--- config.mk ---
export PLATFORM = sky130hd
export DESIGN_NAME = gbe_ms_resolver
export DESIGN_NICKNAME = d
export VERILOG_FILES = /design/src/rtl/ms_role_pkg.sv /design/src/rtl/ms_seed_cmp.sv /design/src/rtl/ms_role_decide.sv /design/src/rtl/ms_try_counter.sv /design/src/rtl/gbe_ms_resolver.sv
export SDC_FILE = /design/constraint.sdc
export NUM_CORES = 1
export LEC_CHECK = 0
export BUFFER_PORTS_ARGS = -buffer_cell sky130_fd_sc_hd__buf_4
export CAP_MARGIN = 20
export CELL_PAD_IN_SITES_DETAIL_PLACEMENT = 1
export CELL_PAD_IN_SITES_GLOBAL_PLACEMENT = 1
export CORE_MARGIN = 1.5
export CORE_UTILIZATION = 31
export DETAILED_ROUTE_END_ITERATION = 10
export PLACE_DENSITY = 0.82
export SYNTH_ARGS = -nofsm -noshare
export SYNTH_HDL_FRONTEND = slang
export SYNTH_SLANG_ARGS = --single-unit
export TNS_END_PERCENT = 100
--- constraint.sdc ---
create_clock -name clk -period 2.29 [get_ports clk]
set_clock_uncertainty 0.1 [all_clocks]
set_input_delay 0.458 -clock clk [delete_from_list [all_inputs] [get_ports clk]]
set_output_delay 0.458 -clock clk [all_outputs]
set_load 0.01 [all_outputs]
--- src/rtl/ms_role_pkg.sv ---
// Package: shared types for the master/slave role resolver.
// Assumes: one outcome code per presentation of a parameter pair.
package ms_role_pkg;

    // Outcome of one comparison of local and partner role parameters.
    typedef enum logic [1:0] {
        DEC_SLAVE  = 2'd0,
        DEC_MASTER = 2'd1,
        DEC_FAULT  = 2'd2,
        DEC_TIE    = 2'd3
    } ms_dec_e;

    // Per-station role parameters, seed excluded.
    typedef struct packed {
        logic man_en;
        logic man_val;
        logic multi;
    } ms_cfg_t;

endpackage

--- src/rtl/ms_seed_cmp.sv ---
// Module: unsigned magnitude compare of two seeds, MSB first.
// Assumes: both seeds are plain unsigned numbers of SEED_W bits.
module ms_seed_cmp #(
    parameter int SEED_W = 11
) (
    input  logic [SEED_W-1:0] seed_a,
    input  logic [SEED_W-1:0] seed_b,
    output logic              a_gt_b,
    output logic              a_eq_b
);

    // Walk from the most significant bit, deciding at the first difference.
    always_comb begin
        logic gt_acc;
        logic eq_acc;
        gt_acc = 1'b0;
        eq_acc = 1'b1;
        for (int i = SEED_W - 1; i >= 0; i--) begin
            gt_acc = gt_acc | (eq_acc & seed_a[i] & ~seed_b[i]);
            eq_acc = eq_acc & ~(seed_a[i] ^ seed_b[i]);
        end
        a_gt_b = gt_acc;
        a_eq_b = eq_acc;
    end

endmodule

--- src/rtl/ms_role_decide.sv ---
// Module: priority ladder deciding the local role from both parameter sets.
// Order: manual override, then port type, then seed magnitude.
// Assumes: seed compare results refer to local (a) versus partner (b).
module ms_role_decide
    import ms_role_pkg::*;
(
    input  ms_cfg_t loc_cfg,
    input  ms_cfg_t par_cfg,
    input  logic    seed_gt,
    input  logic    seed_eq,
    output ms_dec_e dec
);

    // Evaluate the ladder; the first rung that separates the stations wins.
    always_comb begin
        if (loc_cfg.man_en && par_cfg.man_en) begin
            if (loc_cfg.man_val == par_cfg.man_val) dec = DEC_FAULT;
            else dec = loc_cfg.man_val ? DEC_MASTER : DEC_SLAVE;
        end else if (loc_cfg.man_en) begin
            dec = loc_cfg.man_val ? DEC_MASTER : DEC_SLAVE;
        end else if (par_cfg.man_en) begin
            dec = par_cfg.man_val ? DEC_SLAVE : DEC_MASTER;
        end else if (loc_cfg.multi != par_cfg.multi) begin
            dec = loc_cfg.multi ? DEC_MASTER : DEC_SLAVE;
        end else if (seed_eq) begin
            dec = DEC_TIE;
        end else begin
            dec = seed_gt ? DEC_MASTER : DEC_SLAVE;
        end
    end

endmodule

--- src/rtl/ms_try_counter.sv ---
// Module: counts consecutive seed ties and flags the final allowed one.
// Assumes: clear and tie_hit never assert together (the caller guarantees it).
module ms_try_counter #(
    parameter int MAX_TRIES = 7
) (
    input  logic clk,
    input  logic rst_n,
    input  logic tie_hit,
    input  logic clear,
    output logic last_try
);

    localparam int CNT_W = (MAX_TRIES > 1) ? $clog2(MAX_TRIES) : 1;
    localparam logic [CNT_W-1:0] LAST_VAL = CNT_W'(MAX_TRIES - 1);

    logic [CNT_W-1:0] cnt_q;

    assign last_try = (cnt_q == LAST_VAL);

    // Advance on a tie, wrap after the final one, clear on any resolution.
    always_ff @(posedge clk) begin
        if (!rst_n)             cnt_q <= '0;
        else if (clear)         cnt_q <= '0;
        else if (tie_hit)       cnt_q <= last_try ? '0 : cnt_q + 1'b1;
    end

    assert_cnt_bound_R8: assert property (@(posedge clk) disable iff (!rst_n)
        cnt_q <= LAST_VAL);

    assert_cnt_step_R7: assert property (@(posedge clk) disable iff (!rst_n)
        (tie_hit && !clear && !last_try) |=> (cnt_q != '0));

    assert_cnt_wrap_R8: assert property (@(posedge clk) disable iff (!rst_n)
        (tie_hit && last_try) |=> (cnt_q == '0));

    assert_cnt_clear_R9: assert property (@(posedge clk) disable iff (!rst_n)
        clear |=> (cnt_q == '0));

endmodule

--- src/rtl/gbe_ms_resolver.sv ---
// Module: top of the master/slave role resolver.
// Samples both parameter sets when cfg_valid is high, answers one cycle later
// with a role, a fault plus restart, or a request for a fresh local seed.
// Assumes: the controller supplies a new local seed before re-presenting a tie.
module gbe_ms_resolver
    import ms_role_pkg::*;
#(
    parameter int SEED_W    = 11,
    parameter int MAX_TRIES = 7
) (
    input  logic              clk,
    input  logic              rst_n,
    input  logic              cfg_valid,
    input  logic              loc_man_en,
    input  logic              loc_man_val,
    input  logic              loc_multi_port,
    input  logic [SEED_W-1:0] loc_seed,
    input  logic              par_man_en,
    input  logic              par_man_val,
    input  logic              par_multi_port,
    input  logic [SEED_W-1:0] par_seed,
    output logic              res_valid,
    output logic              role_master,
    output logic              cfg_fault,
    output logic              restart_req,
    output logic              seed_req
);

    ms_cfg_t loc_cfg;
    ms_cfg_t par_cfg;
    ms_dec_e dec;
    logic    seed_gt;
    logic    seed_eq;
    logic    last_try;
    logic    tie_hit;
    logic    resolved;
    logic    final_tie;

    assign loc_cfg = '{man_en: loc_man_en, man_val: loc_man_val, multi: loc_multi_port};
    assign par_cfg = '{man_en: par_man_en, man_val: par_man_val, multi: par_multi_port};

    ms_seed_cmp #(.SEED_W(SEED_W)) seed_cmp_i (
        .seed_a (loc_seed),
        .seed_b (par_seed),
        .a_gt_b (seed_gt),
        .a_eq_b (seed_eq)
    );

    ms_role_decide decide_i (
        .loc_cfg (loc_cfg),
        .par_cfg (par_cfg),
        .seed_gt (seed_gt),
        .seed_eq (seed_eq),
        .dec     (dec)
    );

    assign tie_hit   = cfg_valid && (dec == DEC_TIE);
    assign resolved  = cfg_valid && (dec != DEC_TIE);
    assign final_tie = tie_hit && last_try;

    ms_try_counter #(.MAX_TRIES(MAX_TRIES)) try_ctr_i (
        .clk      (clk),
        .rst_n    (rst_n),
        .tie_hit  (tie_hit),
        .clear    (resolved),
        .last_try (last_try)
    );

    // Pulse outputs: one cycle per presentation, chosen by the outcome.
    always_ff @(posedge clk) begin
        if (!rst_n) begin
            res_valid   <= 1'b0;
            restart_req <= 1'b0;
            seed_req    <= 1'b0;
        end else begin
            res_valid   <= resolved || final_tie;
            restart_req <= (resolved && dec == DEC_FAULT) || final_tie;
            seed_req    <= tie_hit && !last_try;
        end
    end

    // Held result: updated only by a final outcome.
    always_ff @(posedge clk) begin
        if (!rst_n) begin
            role_master <= 1'b0;
            cfg_fault   <= 1'b0;
        end else if ((resolved && dec == DEC_FAULT) || final_tie) begin
            role_master <= 1'b0;
            cfg_fault   <= 1'b1;
        end else if (resolved) begin
            role_master <= (dec == DEC_MASTER);
            cfg_fault   <= 1'b0;
        end
    end

    assert_pulse_excl_R7: assert property (@(posedge clk) disable iff (!rst_n)
        !(seed_req && (restart_req || res_valid)));

    assert_fault_restart_R4: assert property (@(posedge clk) disable iff (!rst_n)
        $rose(cfg_fault) |-> restart_req);

    assert_manual_clash_R4: assert property (@(posedge clk) disable iff (!rst_n)
        (cfg_valid && loc_man_en && par_man_en && (loc_man_val == par_man_val))
        |=> (cfg_fault && restart_req && !role_master));

    assert_idle_hold_R11: assert property (@(posedge clk) disable iff (!rst_n)
        !cfg_valid |=> (!res_valid && !seed_req && !restart_req &&
                        $stable(role_master) && $stable(cfg_fault)));

    assert_master_nofault_R9: assert property (@(posedge clk) disable iff (!rst_n)
        role_master |-> !cfg_fault);

    assert_local_manual_R2: assert property (@(posedge clk) disable iff (!rst_n)
        (cfg_valid && loc_man_en && !par_man_en) |=> (role_master == $past(loc_man_val)));

endmodule

# Word level (Yosys, flattened, before mapping)
# Index checks and enable logic that the tools add are counted.
[op_classes]
n_addsub = 1
n_mul = 0
div = 0
magnitude_cmp = 0
n_eq_ne = 7
shifts = 0
n_mux = 13
bitwise = 75
reduce_logical = 12
[op_table]
columns = ["op", "n"]
rows = [
  ["$and A1 B1 Y1", 31],
  ["$not A1 Y1", 23],
  ["$mux W2", 6],
  ["$xor A1 B1 Y1", 11],
  ["$or A1 B1 Y1", 10],
  ["$logic_and A1 B1 Y1", 6],
  ["$mux W1", 6],
  ["$eq A2 B2 Y1 const B", 2],
  ["$reduce_or A2 Y1", 2],
  ["$add A3 B1 Y3 const B", 1],
  ["$eq A3 B3 Y1 const B", 1],
  ["$mux W3", 1],
  ["$eq A2 B1 Y1 const B", 1],
  ["$logic_or A1 B1 Y1", 2],
  ["$ne A2 B2 Y1 const B", 1],
  ["$reduce_bool A2 Y1", 1],
  ["$eq A1 B1 Y1", 1],
  ["$logic_not A1 Y1", 1],
  ["$ne A1 B1 Y1", 1],
]
[word_totals]
regBits = 8
latch_bits = 0
ramBits = 0
mem_bits_ro = 0
out_inout_bits = 5
wordCells = 114
mem_count = 0

# Longest topological paths before layout
# Gate-level depths: netlist of run 1.
[logic_depth]
depth_word = 25
depth_mapped = 8

# Hierarchy
# From an unflattened synthesis of run 1, not the netlist that was laid out.
[hier_totals]
cells_unflattened = 90
hier_area_um2 = 685.7
[modules_own_cells]
columns = ["mod", "instances", "cells_per_inst", "area_per_inst_um2", "seq_area_each_um2"]
rows = [
  ["ms_seed_cmp", 1, 42, 275.3, 0.0],
  ["gbe_ms_resolver", 1, 20, 187.7, 100.1],
  ["ms_try_counter", 1, 17, 136.4, 60.1],
  ["ms_role_decide", 1, 11, 86.3, 0.0],
]

# Least setup slack after synthesis of run 1
# Ideal clock, no wire load.
[synth_path]
path_kind = "input to register"
startpoint = "input port par_seed[10]"
endpoint = "register try_ctr_i.cnt_q[0]"
setup_time_ns = 0.070
arrival_time_ns = 1.949
path_slack_ns = 0.172
path_stages = 8
path_buffers = 0
cell_sequence = "inv_1 ha_1 nand4_2 or4b_1 o21ai_2 and2b_1 nand4b_1 a21boi_1"
[synth_via]
elab_chain_cells = 23
[synth_rtl]
columns = ["element", "line", "source"]
rows = [
  ["start, declared", "gbe_ms_resolver.sv:21", "input logic [SEED_W-1:0] par_seed,"],
  ["$xor A1 B1 Y1", "ms_seed_cmp.sv:20", "eq_acc = eq_acc & ~(seed_a[i] ^ seed_b[i]);"],
  ["$not A1 Y1", "ms_seed_cmp.sv:20", ""],
  ["$and A1 B1 Y1, on equally long branches (2 in a row)", "ms_seed_cmp.sv:19, ms_seed_cmp.sv:20", ""],
  ["$or A1 B1 Y1, or another cell as far along (7 in a row)", "ms_seed_cmp.sv:19", "gt_acc = gt_acc | (eq_acc & seed_a[i] & ~seed_b[i]);"],
  ["$or A1 B1 Y1 / $and A1 B1 Y1 (equally long branches) (2 in a row)", "ms_seed_cmp.sv:19", ""],
  ["$or A1 B1 Y1", "ms_seed_cmp.sv:19", ""],
  ["$mux W1", "ms_role_decide.sv:28", "dec = seed_gt ? DEC_MASTER : DEC_SLAVE;"],
  ["$mux W2 *", "ms_role_decide.sv:25", "end else if (seed_eq) begin"],
  ["$mux W2 *", "ms_role_decide.sv:23", "end else if (loc_cfg.multi != par_cfg.multi) begin"],
  ["$mux W2 *", "ms_role_decide.sv:21", "end else if (par_cfg.man_en) begin"],
  ["$mux W2 *", "ms_role_decide.sv:19", "end else if (loc_cfg.man_en) begin"],
  ["$mux W2 *", "ms_role_decide.sv:16", "if (loc_cfg.man_en && par_cfg.man_en) begin"],
  ["$ne A2 B2 Y1", "gbe_ms_resolver.sv:58", "assign resolved = cfg_valid && (dec != DEC_TIE);"],
  ["$logic_and A1 B1 Y1", "gbe_ms_resolver.sv:58", ""],
  ["$reduce_or A2 Y1 (no line)", "n/a", ""],
  ["end signal, assigned", "ms_try_counter.sv:24", "else if (tie_hit) cnt_q <= last_try ? '0 : cnt_q + 1'b1;"],
  ["end, declared", "ms_try_counter.sv:16", "logic [CNT_W-1:0] cnt_q;"],
]
# Mark *: on every way between the ends. The rest lies on a longest branch, timed or not.
# A chain may end at the register's enable or synchronous reset.

# Worst setup path in the final report of run 1
[layout_path]
startpoint = "input port loc_seed[10]"
endpoint = "register try_ctr_i.cnt_q[0]"
[layout_via]
elab_chain_cells = 23
[layout_rtl]
columns = ["element", "line", "source"]
rows = [
  ["start, declared", "gbe_ms_resolver.sv:17", "input logic [SEED_W-1:0] loc_seed,"],
  ["$xor A1 B1 Y1", "ms_seed_cmp.sv:20", ""],
  ["$not A1 Y1", "ms_seed_cmp.sv:20", ""],
  ["$and A1 B1 Y1, on equally long branches (2 in a row)", "ms_seed_cmp.sv:19, ms_seed_cmp.sv:20", ""],
  ["$or A1 B1 Y1, or another cell as far along (7 in a row)", "ms_seed_cmp.sv:19", ""],
  ["$or A1 B1 Y1 / $and A1 B1 Y1 (equally long branches) (2 in a row)", "ms_seed_cmp.sv:19", ""],
  ["$or A1 B1 Y1", "ms_seed_cmp.sv:19", ""],
  ["$mux W1", "ms_role_decide.sv:28", ""],
  ["$mux W2 *", "ms_role_decide.sv:25", ""],
  ["$mux W2 *", "ms_role_decide.sv:23", ""],
  ["$mux W2 *", "ms_role_decide.sv:21", ""],
  ["$mux W2 *", "ms_role_decide.sv:19", ""],
  ["$mux W2 *", "ms_role_decide.sv:16", ""],
  ["$ne A2 B2 Y1", "gbe_ms_resolver.sv:58", ""],
  ["$logic_and A1 B1 Y1", "gbe_ms_resolver.sv:58", ""],
  ["$reduce_or A2 Y1 (no line)", "n/a", ""],
]
# Marked as above.

==> flow_metrics.py, run 1 <==
metrics = {
    "outcome": {
        "status": "complete, no violations",
    },
    "sta": {
        "worstMarginPinSlew_ns": 0.4510,
        "rsz0062_at_grt": "no",
        "maxSlewHeadroom": 0.6968,
        "tns_ns": 0,
        "min_period_over_period": 0.9137,
        "finalHoldViolations": 0,
        "max_freq_mhz": 477.9,
        "finalSetupViolCount": 0,
        "min_period_ns": 2.092,
        "slew_violations": 0,
    },
    "setup_path": {
        "critPathBufInv": 1,
        "path_delay_family": "simple AND/OR/NAND/NOR gates",
        "worstPathRequired_ns": 2.38,
        "path_max_fanout": 4,
        "r2r_cells": 5,
        "r2r-end": "cfg_fault$_SDFFE_PN0P_",
        "worst_setup_path_start_kind": "input pin",
        "worstPathCellList": "buf_4, ha_1, nand4_2, or4b_1, o21ai_2, and2b_1, nand4b_1, a21boi_1",
        "rrSetupSlack_ns": 0.85,
        "critPathKind": "input pin to flop",
        "cp_slowest_cell": "or4b_1",
        "cp.arrival_ns": 2.18,
        "cpPeakStageDelay_ns": 0.56,
        "end_kind": "flop",
        "reg2reg_from": "try_ctr_i.cnt_q[1]$_SDFFE_PP0N_",
        "crit_cells": 8,
    },
    "routing": {
        "vias": 873,
        "wirelength_um": 2146,
        "drc": 0,
        "drtIter0Drc": 2,
        "ant_nets": 0,
        "viasPerCell": 5.291,
        "drtPass1Iterations": 4,
        "wl_per_cell_um": 13.01,
    },
    "pwr": {
        "leakage_nw": 0.4940,
        "power_density_nw_per_um2": 369.1,
        "power.switching_mw": 0.1187,
        "internal_power_mw": 0.2853,
        "power.total_mw": 0.4041,
        "pwr-share-clk": 0.275,
        "switching_share": 0.2938,
        "pwr-share-seq": 0.364,
        "worst_ir_drop_vdd_mv": 0.2467,
        "power_frac_comb": 0.362,
    },
    "synthesis": {
        "synth_area_leaders": "dfxtp_1 (21%), nor2b_1 (5.0%), xnor2_2 (4.3%)",
        "yosysWarnings": 0,
        "synth_seq_cells": 8,
        "synth.yosys.seq_area_share": 0.2130,
        "syn_nets": 129,
        "syn_area_um2": 752.0,
        "yosysTopAreaCell": "dfxtp_1",
        "synth_edf_count": 0,
        "avgSynthCellArea_um2": 7.833,
        "synth_commonest_cells": "dfxtp_1 (8), inv_1 (8), nand2_1 (8)",
        "yosysTopAreaCellShare": 0.2130,
        "synthCells": 96,
        "async_flop_share": 0,
        "synth_ff_type": "dfxtp_1",
        "ys_types": 40,
    },
    "global_route": {
        "grt-ovfl-total": 0,
        "grt_pass1_wl_um": 3643,
        "track_usage": 0.1784,
        "grt_max_degree": 8,
        "grt_pass1_vias": 903,
        "antenna_found_initial": 0,
    },
    "min_path": {
        "min_path_type": "input pin to flop",
        "min_from": "cfg_valid",
        "whs_endpoint": "role_master$_SDFFE_PP0P_",
        "hold_path_depth": 2,
    },
    "final_layout": {
        "nets": 172,
        "diodes": 0,
        "layout-drive-gt1-share": 0.3431,
        "postLayoutCoreUtil": 0.4856,
        "postLayoutCellArea_um2": 1095,
        "area_growth_pct": 45.59,
    },
    "clock_network": {
        "clk_path_buf_depth": 2,
        "cts_inserted_buffers": 3,
        "cts_setup_buffers": 0,
        "ctsResizeCount": 0,
        "cts_tree": "built",
        "cts.sinks": 8,
        "cts_hold_buf": 0,
        "clk_latency_ns": 0.26,
        "path_clk_slew_ns": 0.06,
        "htreeDepth": 1,
        "cts_root_buf": "clkbuf_4",
    },
    "placed_design": {
        "gp_congestion": 0.7464,
        "dpl_cell_area_um2": 1072,
        "post-dp-hpwl_um": 1881,
        "port_buffers": 35,
    },
    "floorplanning": {
        "die_h_um": 52.25,
        "num_rows": 17,
        "core-area_um2": 2255,
        "initial_core_util": 0.3335,
        "io-pin-count": 36,
        "fp.dieArea_um2": 2730,
        "die_w_um": 52.25,
    },
    "run": {
        "cap_violations": 0,
    },
}
==> metrics by stage <==
stage | hold WS (ns) | worst slack (ns) | cells
2_1_floorplan | 0.3654 | 0.1715 | 96
4_1_cts | 0.3438 | 0.1937 | 165
6_report | 0.3481 | 0.1976 | 165
3_3_place_gp | 0.3803 | 0.01135 | 162
3_5_place_dp | 0.3996 | -0.07998 | 162
5_1_grt | 0.3528 | 0.08824 | 165
==> metal layers <==
metal  wire length [um]  up-vias  part of all wire  global-route usage
li1                   -      437                 -                   -
met1                861      406              0.40              0.1912
met2               1155       26              0.54              0.3460
met3                 92        4             0.043             0.02000
met4                 36        0             0.017             0.07692
met5                  0        -                 0                   0
==> kinds of logic (layout without fill, tap and decap cells) <==
kind of cell | Yosys count | in the layout | share of synthesized area
AO/OA/AOI/OAI | 26 | 26 | 0.2379
XOR/XNOR | 6 | 6 | 0.08986
adder cells (fa/ha/maj) | 4 | 4 | 0.05990
buffers and inverters | 8 | 49 | 0.03994
flip-flops | 8 | 8 | 0.2130
AND/OR/NAND/NOR | 44 | 44 | 0.3594
==> worst register-to-register path, delay by kind of cell, from the launching register on <==
kind             cells  cell delay, ns
DFF                  1            0.41
and+or+nand+nor      5            0.84
==> how the worst max path moves through the flow <==
stage                       startpoint                         endpoint  slack, ns
after floorplan           par_seed[10]  try_ctr_i.cnt_q[0]$_SDFFE_PP0N_       0.17
after global placement    loc_seed[10]  try_ctr_i.cnt_q[0]$_SDFFE_PP0N_       0.01
after detailed placement  loc_seed[10]  try_ctr_i.cnt_q[0]$_SDFFE_PP0N_      -0.08
after CTS                 loc_seed[10]  try_ctr_i.cnt_q[0]$_SDFFE_PP0N_       0.19
after global routing      loc_seed[10]  try_ctr_i.cnt_q[0]$_SDFFE_PP0N_       0.09
final                     loc_seed[10]  try_ctr_i.cnt_q[0]$_SDFFE_PP0N_       0.20
==> power groups by stage <==
stage	sequential [mW]	combinational, mW	clock (mW)
final	0.147	0.146	0.111
after global routing	0.147	0.163	0.122
after CTS	0.147	0.148	0.112
after detailed placement	0.150	0.148	0
after global placement	0.150	0.141	0
after floorplan	0.152	0.0664	0
==> layout make-up <==
| class | count | area, um^2 |
|---|---|---|
| multi-input cells | 80 | 561.8 |
| inverters | 8 | 30.03 |
| flip-flops and latches | 8 | 160.2 |
| fillers | 313 | 1160 |
| well taps | 28 | 35.03 |
| repair buffers | 38 | 285.3 |
| clock buffers | 3 | 22.52 |
==> registers in the layout, indices dropped and copies added (netlist names) <==
name,count
try_ctr_i.cnt_q,3
cfg_fault,1
res_valid,1
restart_req,1
role_master,1
seed_req,1
==> cell usage in the layout (no fill, tap or decap), types with 2 or more instances in the layout <==
master / n
xnor2_1: 2
a21oi_1: 6
inv_1: 8
nor3_1: 3
nand3_1: 2
nor2b_1: 6
o21ai_0: 3
nand2_1: 8
dfxtp_1: 8
nor2_1: 6
o21ai_1: 2
nand2b_1: 5
xnor2_2: 2
a221oi_1: 2
a211oi_1: 2
maj3_1: 2
buf_4: 38
a21boi_1: 3
ha_1: 2
xor2_1: 2
and2b_1: 2
clkbuf_4: 3
No activity file was read; power rests on OpenSTA's default activity.
==> run 2: changes to the inputs <==
--- a/config.mk
+++ b/config.mk
@@ -12,7 +12,7 @@
 export CORE_MARGIN = 1.5
 export CORE_UTILIZATION = 31
 export DETAILED_ROUTE_END_ITERATION = 10
-export PLACE_DENSITY = 0.82
+export PLACE_DENSITY = 0.76
 export SYNTH_ARGS = -nofsm -noshare
 export SYNTH_HDL_FRONTEND = slang
 export SYNTH_SLANG_ARGS = --single-unit
==> run 2 against run 1 <==
Against the previous run: hold slack better by 0.0083 ns; final area unchanged; critical path depth down 1; core utilization unchanged; combinational power about the same; non-clock buffer count unchanged; die area unchanged; via count down 0.69%; sequential cell count unchanged; clock power up 8%; maximum frequency up 0.68%; highest routed layer unchanged.
==> flow_metrics.py, run 2 (synthesis gave the netlist of run 1 again) <==
metrics = {
    "outcome": {
        "status": "complete, no violations",
    },
    "global_route": {
        "antenna_found_initial": 0,
        "grt-ovfl-total": 0,
        "grt_pass1_vias": 886,
        "track_usage": 0.1940,
        "grt_pass1_wl_um": 3939,
        "grt_max_degree": 8,
    },
    "setup_path": {
        "cp_slowest_cell": "o311ai_1",
        "path_max_fanout": 4,
        "worst_setup_path_start_kind": "input pin",
        "end_kind": "flop",
        "worstPathRequired_ns": 2.36,
        "cp.arrival_ns": 2.15,
        "r2r_cells": 5,
        "critPathKind": "input pin to flop",
        "worstPathCellList": "buf_4, xor2_1, nor4_1, nand4_1, o311ai_1, a21oi_1, o32ai_1",
        "cpPeakStageDelay_ns": 0.40,
    },
    "final_layout": {
        "fillerInstances": 294,
        "largest_reg_flops": 3,
        "layout-drive-gt1-share": 0.3431,
        "nets": 172,
        "diodes": 0,
        "layout_common_cells": "buf_4 (38), inv_1 (8), nand2_1 (8), dfxtp_1 (8)",
        "regMostFlops": "try_ctr_i.cnt_q",
        "area_growth_pct": 45.59,
        "final_common_cell": "buf_4",
    },
    "sta": {
        "max_freq_mhz": 481.1,
        "slew_violations": 0,
        "min_period_over_period": 0.9076,
        "maxSlewHeadroom": 0.7836,
        "min_period_ns": 2.078,
        "finalHoldViolations": 0,
        "rsz0062_at_grt": "no",
        "finalSetupViolCount": 0,
        "finalWorstSetupSlack_ns": 0.2116,
        "tns_ns": 0,
        "worstMarginPinSlew_ns": 0.3195,
    },
    "floorplanning": {
        "fp.dieArea_um2": 2730,
        "die_h_um": 52.25,
        "initial_core_util": 0.3335,
        "core-area_um2": 2255,
        "num_rows": 17,
        "die_w_um": 52.25,
        "io-pin-count": 36,
    },
    "clock_network": {
        "cts_root_buf": "clkbuf_4",
        "cts.sinks": 8,
        "clk_path_buf_depth": 2,
        "cts_setup_buffers": 0,
        "cts_tree": "built",
        "cts_hold_buf": 0,
        "ctsResizeCount": 0,
        "clk_latency_ns": 0.27,
        "cts_inserted_buffers": 3,
        "htreeDepth": 1,
        "path_clk_slew_ns": 0.06,
    },
    "placed_design": {
        "gp_congestion": 0.8472,
        "dpl_worst_slack_ns": -0.1298,
        "post-dp-hpwl_um": 1973,
        "port_buffers": 35,
    },
    "pwr": {
        "worst_ir_drop_vdd_mv": 0.2479,
        "power_density_nw_per_um2": 380.0,
        "leakage_nw": 0.4947,
    },
    "routing": {
        "drtIter0Drc": 24,
        "ant_nets": 0,
        "wl_per_cell_um": 13.88,
        "drtPass1Iterations": 5,
        "drc": 0,
        "viasPerCell": 5.255,
        "wirelength_um": 2290,
        "vias": 867,
    },
    "min_path": {
        "min_path_type": "input pin to flop",
        "hold_path_depth": 2,
    },
    "run": {
        "cap_violations": 0,
    },
}
-- run 2: cell counts in the layout (fill, tap and decap cells not counted) --
No cell type changed its count.
-- run 2: worst paths after layout --
kind                                                         to  slack (ns)                       startpoint
worst max-delay path                   role_master$_SDFFE_PP0P_        0.21                      par_seed[3]
worst min-delay path                   role_master$_SDFFE_PP0P_        0.36                        cfg_valid
worst max register to register           cfg_fault$_SDFFE_PN0P_        0.90  try_ctr_i.cnt_q[1]$_SDFFE_PP0N_
worst min register to register  try_ctr_i.cnt_q[2]$_SDFFE_PP0N_        0.40  try_ctr_i.cnt_q[2]$_SDFFE_PP0N_
-- run 2: per-stage QoR --
step / hold WS [ns] / power [mW] / cells / area (um^2) / util
2_1_floorplan: 0.3654 / 0.2181 / 96 / 752.0 / -
3_3_place_gp: 0.3804 / 0.2929 / 162 / 1072 / 0.4756
6_report: 0.3563 / 0.4160 / 165 / 1095 / 0.4856
3_5_place_dp: 0.3984 / 0.2995 / 162 / 1072 / 0.4756
4_1_cts: 0.3567 / 0.4174 / 165 / 1095 / 0.4856
5_1_grt: 0.3740 / 0.4385 / 165 / 1095 / 0.4856
-- run 2: final cells by class --
| class | instances | area (um^2) | area share |
|---|---|---|---|
| Tap cell | 28 | 35.03 | 0.03200 |
| Sequential cell | 8 | 160.2 | 0.1463 |
| Multi-Input combinational cell | 80 | 561.8 | 0.5131 |
| Clock buffer | 3 | 22.52 | 0.02057 |
| Inverter | 8 | 30.03 | 0.02743 |
| Timing Repair Buffer | 38 | 285.3 | 0.2606 |
-- run 2: routing by layer --
metal,vias to the layer above,wire (um),global-route usage,share of wire
met4,0,18,0.06410,0.0079
met3,2,79,0.01714,0.034
met1,403,985,0.2368,0.43
met2,29,1206,0.3544,0.53
li1,433,-,-,-
met5,-,0,0,0
-- run 2: worst max-delay path: cells and delay by family --
kind / cells / cell delay [ns]
AO/OA/AOI/OAI: 3 / 0.84
XOR/XNOR: 1 / 0.16
buffers and inverters: 1 / 0.13
AND/OR/NAND/NOR: 2 / 0.56
-- run 2: report_power, final --
group	switching, mW	total [mW]	internal [mW]
logic	0.0672	0.149	0.0818
clock network	0.0590	0.120	0.0607
registers	0.00327	0.147	0.144
